`src/rtl/cur_anomaly_mon.sv`:
```
module cur_anomaly_mon #(
  parameter int SW     = 12,
  parameter int DEPTH  = 100,
  parameter int RATEW  = 7,
  parameter int RUNLEN = 10
) (
  input  logic                 clk,
  input  logic                 rst_n,
  input  logic                 samp_valid,
  input  logic [SW-1:0]        samp_data,
  input  logic                 cap_start,
  input  logic [RATEW-1:0]     err_rate,
  output logic                 flag,
  output logic signed [SW:0]   err,
  output logic                 cap_done,
  output logic                 malfunc
);
  localparam int IW = (DEPTH > 1) ? $clog2(DEPTH) : 1;
  localparam int CW = $clog2(RUNLEN + 1);
  localparam int EW = SW + 1;
  localparam int PW = SW + RATEW;

  logic [SW-1:0]        ref_mem [DEPTH];
  logic [IW-1:0]        idx;
  logic [SW-1:0]        max_q;
  logic [PW-1:0]        thr_q;
  logic [CW-1:0]        run_cnt;
  logic                 capturing;

  logic [SW-1:0]        ref_s;
  logic signed [EW-1:0] diff;
  logic [EW-1:0]        mag;
  logic                 over;
  logic [SW-1:0]        max_nx;
  logic [PW-1:0]        thr_nx;
  logic                 last;

  assign ref_s  = ref_mem[idx];
  assign diff   = $signed({1'b0, samp_data}) - $signed({1'b0, ref_s});
  assign mag    = diff[EW-1] ? EW'(-diff) : EW'(diff);
  assign over   = PW'(mag) > thr_q;
  assign max_nx = (samp_data > max_q) ? samp_data : max_q;
  assign thr_nx = (PW'(max_nx) * PW'(err_rate)) / PW'(100);
  assign last   = (idx == IW'(DEPTH - 1));

  always_ff @(posedge clk) begin
    if (!rst_n || cap_start) begin
      capturing <= rst_n;
      cap_done  <= 1'b0;
      idx       <= '0;
      max_q     <= '0;
      run_cnt   <= '0;
      flag      <= 1'b0;
      err       <= '0;
      malfunc   <= 1'b0;
      if (!rst_n) thr_q <= '0;
      for (int i = 0; i < DEPTH; i++) ref_mem[i] <= '0;
    end else begin
      malfunc <= 1'b0;
      if (samp_valid) begin
        if (capturing) begin
          ref_mem[idx] <= samp_data;
          max_q        <= max_nx;
          if (last) begin
            capturing <= 1'b0;
            cap_done  <= 1'b1;
            thr_q     <= thr_nx;
            idx       <= '0;
          end else begin
            idx <= idx + IW'(1);
          end
        end else if (cap_done) begin
          flag <= over;
          err  <= diff;
          idx  <= last ? '0 : idx + IW'(1);
          if (over) begin
            if (run_cnt < CW'(RUNLEN)) begin
              run_cnt <= run_cnt + CW'(1);
              if (run_cnt == CW'(RUNLEN - 1)) malfunc <= 1'b1;
            end
          end else begin
            run_cnt <= '0;
          end
        end
      end
    end
  end

  assert_quiet_before_done_R2: assert property (@(posedge clk) disable iff (!rst_n)
    !cap_done |-> (!flag && !malfunc));

  assert_pulse_flagged_R6: assert property (@(posedge clk) disable iff (!rst_n)
    malfunc |-> flag);

  assert_pulse_single_R7: assert property (@(posedge clk) disable iff (!rst_n)
    malfunc |=> !malfunc);

  assert_run_bounded_R6: assert property (@(posedge clk) disable iff (!rst_n)
    run_cnt <= CW'(RUNLEN));

  assert_idle_hold_R9: assert property (@(posedge clk) disable iff (!rst_n)
    (!$past(samp_valid) && !$past(cap_start)) |-> ($stable(flag) && $stable(err) && $stable(cap_done)));

  assert_restart_clears_R8: assert property (@(posedge clk) disable iff (!rst_n)
    $past(cap_start) |-> (!cap_done && !flag && err == '0));

endmodule

```
`config.mk`:
```
export PLATFORM = sky130hd
export DESIGN_NAME = cur_anomaly_mon
export DESIGN_NICKNAME = d
export VERILOG_FILES = /design/src/rtl/cur_anomaly_mon.sv
export SDC_FILE = /design/constraint.sdc
export NUM_CORES = 2
export LEC_CHECK = 0
export BUFFER_PORTS_ARGS = -buffer_cell sky130_fd_sc_hd__buf_2
export CAP_MARGIN = 5
export CORE_MARGIN = 2
export CORE_UTILIZATION = 45
export DETAILED_ROUTE_END_ITERATION = 7
export SLEW_MARGIN = 20
export SYNTH_ARGS = -nofsm -noshare
export SYNTH_HDL_FRONTEND = slang
export SYNTH_SLANG_ARGS = --single-unit
export TNS_END_PERCENT = 20
```
`constraint.sdc`:
```
create_clock -name clk -period 15.4 [get_ports clk]
set_input_delay 1.54 -clock clk [delete_from_list [all_inputs] [get_ports clk]]
set_output_delay 1.54 -clock clk [all_outputs]
set_load 0.1 [all_outputs]
```
Word level (Yosys, flattened, before mapping)

Memory sizes are Yosys's and may differ from the RTL's. A register that Yosys moved wholly into a read port is not among the register bits.
Cells that the tools add are included.

$add $sub $neg: 4
Multipliers: 1
Div/mod/pow operators: 1
Magnitude comparators: 3
Equality and inequality tests: 4
Shift operators: 0
Muxes and demuxes: 28
Bitwise logic cells: 5
Reduce and logical (&&, ||, !) cells: 14

Operators by type and width:

| operator                | count |
|---|---|
| $mux W19                | 5 |
| $mux W7                 | 6 |
| $mux W12                | 2 |
| $div A19 B7 Y19 const B | 1 |
| $gt A13 B19 Y1          | 1 |
| $mul A12 B7 Y19         | 1 |
| $mux W13                | 1 |
| $neg A13 Y13            | 1 |
| $sub A12 B12 Y13        | 1 |
| $gt A12 B12 Y1          | 1 |
| $mux W1                 | 12 |
| $reduce_or A12 Y1       | 1 |
| $mux W4                 | 2 |
| $reduce_and A4 Y1       | 2 |
| $reduce_bool A2 Y1      | 4 |
| $add A7 B1 Y7 const B   | 1 |
| $eq A7 B7 Y1 const B    | 1 |
| $reduce_and A3 Y1       | 2 |
| $reduce_or A6 Y1        | 1 |
| $not A1 Y1              | 5 |
| $add A4 B1 Y4 const B   | 1 |
| $eq A4 B4 Y1 const B    | 1 |
| $lt A4 B4 Y1 const B    | 1 |
| $reduce_and A2 Y1       | 2 |
| other kinds (4)         | 4 |

Register bits after elaboration: 59
Latch bits: 0
Bits in writable memories: 1200
ROM bits: 0
Bits of input ports: 23
Output and inout bits: 16
Logic and storage cells: 70
Memories kept: 1

Memories:

| name    | words | bits a word | rd ports | clocked after memory_dff | write ports | RTL line | RTL |
|---|---|---|---|---|---|---|---|
| ref_mem | 100   | 12          | 1        | 1                        | 100         | 23       | `logic [SW-1:0] ref_mem [DEPTH];` |

Logic depth before layout (Yosys ltp)

Depth in word-level cells: 8
Depth in mapped cells: 54
Gate-level depth less buffers: 47

Least setup slack after synthesis

OpenSTA, ideal clock, no wires.

Path type: input to register
Start: input samp_data[0]
End: register thr_q[0], data pin
Setup time: 272 ps
Arrival time: 13602 ps
Data required time: 15128 ps
Path slack: 1526 ps
Stages on the path: 50
Path buffers: 4
Cell sequence: inv_2 -> clkbuf_1 -> ha_1 -> nor2b_1 -> o211ai_1 -> a211oi_1 -> a2111oi_0 -> nor2_1 -> clkbuf_1 -> mux2i_1 -> nor2b_1 -> fa_1 -> inv_1 -> fa_1 -> inv_1 -> fa_1 -> inv_1 -> fa_1 -> [... 14 more ...] -> mux2i_2 -> o41ai_1 -> nand2_1 -> and2_1 -> or4_1 -> a311oi_2 -> nor3_2 -> or4_1 -> and4_4 -> a21o_1 -> o21ai_2 -> nor3_2 -> or4b_4 -> a211o_1 -> a221oi_1 -> o41ai_2 -> o2111ai_1 -> o211ai_1

Cells in the longest elaborated chain, start to end: 8

RTL lines:

| element                | RTL line | RTL |
|---|---|---|
| start: declaration     | 10       | `input logic [SW-1:0] samp_data,` |
| $gt A12 B12 Y1         | 42       | `assign max_nx = (samp_data > max_q) ? samp_data : max_q;` |
| $mux W12 *             | 42       |  |
| $mul A12 B7 Y19 *      | 43       | `assign thr_nx = (PW'(max_nx) * PW'(err_rate)) / PW'(100);` |
| $div A19 B7 Y19 *      | 43       |  |
| $mux W19 *             | 64       | `if (last) begin` |
| $mux W19 *             | 61       | `if (capturing) begin` |
| $mux W19 *             | 60       | `if (samp_valid) begin` |
| $mux W19 *             | 47       | `if (!rst_n \|\| cap_start) begin` |
| end signal: assignment | 67       | `thr_q <= thr_nx;` |
| end: declaration       | 26       | `logic [PW-1:0] thr_q;` |

Every way passes the cells marked *; elsewhere a longest branch is shown, timed or not. The select of a mux whose other input is x is not followed.
A chain may end at the register's enable or synchronous reset.

Worst setup path after layout

Start: input samp_data[1]
End: register thr_q[0], data pin

Same word-level chain as after synthesis.

==> reports/metrics.yaml <==
yosysTopAreaCell: "edfxtp_1"
drv_slew: 0
ys_seq_area_share_pct: 61.7
timing.final.crit_share_pct: 92.0
drc: 0
antenna_found_initial: 15
nNetsFinal: 5207
clock-root-buffer: "clkbuf_16"
ys.flop_type: "edfxtp_1"
finalWorstPathRequiredPeriod_ns: 14.17
slew_headroom_pct: 21.8
crit_required_ns: 15.95
first_pass_iters: 6
grt_overflow_total: 0
synth_nets: 5255
cts_tree: "done"
rows: 151
path_class: "in -> reg"
cts_buffer_depth: 3
worstMarginPinSlew_ns: 1.16
avgSynthCellArea_um2: 15.1
fp.dieArea_mm2: 0.174
cts.htree.levels: 4
clock_sinks: 1596
cts_setup_buffers: 0
grt-busiest-layer: "met2"
grt_pass1_vias: 43600
worstSetupStartpointType: "input port"
vias_per_cell: 5.87
min_path_type: "reg -> reg"
yosysMostFrequentCell: "edfxtp_1"
core_region_area_mm2: 0.170
slowest_delay_ns: 0.58
cpMostUsedCell: "fa_1"
drv_cap: 0
grt_util_all_layers_pct: 23.5
status: "complete, no violations"
final.setup.tns_ns: 0
ys_warn_count: 0
crit_path_end_kind: "flip-flop"
grt_util_met3_pct: 3.82
ys_top_cells_by_area: "edfxtp_1 60%, mux4_2 15%, and2_1 8.8%"
grt_use_met2_pct: 37.3
yosysUniqueCellTypes: 106
use_met1_pct: 34.2
clkTransAtPathRegs_ns: 0.06
fmax_mhz: 70.6
grt_pass1_wl_um: 302000
gp_congestion: 0.865
start_util_pct: 45.4
yosys.area.top_type_share_pct: 60.5
fp.dieH_um: 418
synth_cells: 5104
synth_edf_count: 1550
cp_max_fo: 14
async_reset_ff_share_pct: 0
crit_arrival_ns: 14.71
hold_viol: 0
skew_ns: 0.0327
numCtsBuffers: 168
grt_max_degree: 131
ioPinCount: 39
synth_area_mm2: 0.0770
yosys-top-cells-count: "1,550 x edfxtp_1, 1,082 x and2_1, 504 x mux4_2, 404 x clkbuf_1, 219 x nor2_1"
place_hpwl_um: 128000
ys_seq_elements: 1596
hold_buffers: 0
wire_per_inst_um: 27.6
io_buffer_count: 38
drt_wl_total_um: 204000
drive_gt1_share_pct: 20.3
setup_viol: 0
clock_latency_ns: 0.82
holdWs_ns: 0.461
detailedRoute.firstIterationViolations: 4423
rsz0062_at_grt: "no"
cpMaxStageDelayCell: "o41ai_1"
die_w_um: 418
ant_nets: 0
num_vias: 43500
area_growth_pct: 10.5
layout make-up:
type | instances | area, um2
fill | 14100 | 84600
sequential | 1596 | 47500
multi-input combinational | 2956 | 27400
clock buffer | 220 | 4500
tap | 2218 | 2780
timing repair buffer | 251 | 1920
clock inverter | 79 | 621
inverter | 83 | 314
antenna | 2 | 5.00
routing by layer:
metal	wire length, um	share of wire, %	vias to the layer above
li1	-	-	19100
met1	89000	44	22700
met2	97400	48	1433
met3	13200	6.5	254
met4	4490	2.2	10
met5	69	0.034	-
cell families (layout without fill, tap and decap cells):
logic type	after synthesis	in the layout	share of synthesized area [%]
compound gates	411	411	3.59
xor+xnor	48	48	0.546
fa+ha+maj	129	129	2.58
buf+inv	552	633	2.75
flops	1596	1596	61.7
mux	545	545	15.3
other cells	0	2	0
simple gates	1823	1823	13.6
stage by stage:
| step | instance area, um2 | worst slack (ns) | instances | util, % |
|---|---|---|---|---|
| CTS | 85100 | 1.16 | 7403 | 50.1 |
| global placement | 79900 | 0.284 | 7104 | 47.1 |
| detailed placement | 79900 | 0.306 | 7104 | 47.1 |
| floorplan | 77000 | 1.53 | 5104 | - |
| finish | 85100 | 1.23 | 7405 | 50.1 |
| global route | 85100 | 0.109 | 7403 | 50.1 |
sequential cells by signal (all words and copies together), names as in the netlist, named ones only:
name       cells
ref_mem     1536
malfunc        1
thr_q         13
max_q         12
cap_done       1
err           13
capturing      1
flag           1
idx            7
run_cnt        4
cell usage in the layout, fill, tap and decap left out, types with 35 or more instances in the layout:
cell          n
dfxtp_1      41
mux4_2      504
nor2b_1      70
clkbuf_16   172
edfxtp_1   1550
and3_1       41
buf_4       216
nor2_1      213
o21ai_1      89
nor3_1      131
a21oi_1      81
o21ai_0      48
fa_1         50
clkbuf_1     46
clkinv_1     39
ha_1         78
and2_1     1082
inv_1        82
nand3_1      35
nand2_1     129
repair_timing:
action / CTS / global route
endpoints found under the hold margin: 0 / 0
resized for setup: 0 / 1
setup endpoints to repair: 0 / 1
worst max-delay path: cells and delay by family:
kind                       cells  cell delay [ns]
AOI/OAI and AO/OA             22             6.28
buffers and inverters          5             0.56
muxes                          2             0.35
and+or+nand+nor               11             3.11
adders and majority gates      6             2.85
final timing paths:
kind	start	end	slack, ns	depth (start not counted)
setup / recovery	samp_data[1]	thr_q[0]	1.23	46
hold reg to reg	err[9]	err[9]	0.46	2
hold / removal	err[9]	err[9]	0.46	2
setup reg to reg	max_q[1]	thr_q[0]	1.77	46
Power is not shown: default switching activity piles up to over one toggle a cycle in this logic, so the estimate is an artifact.
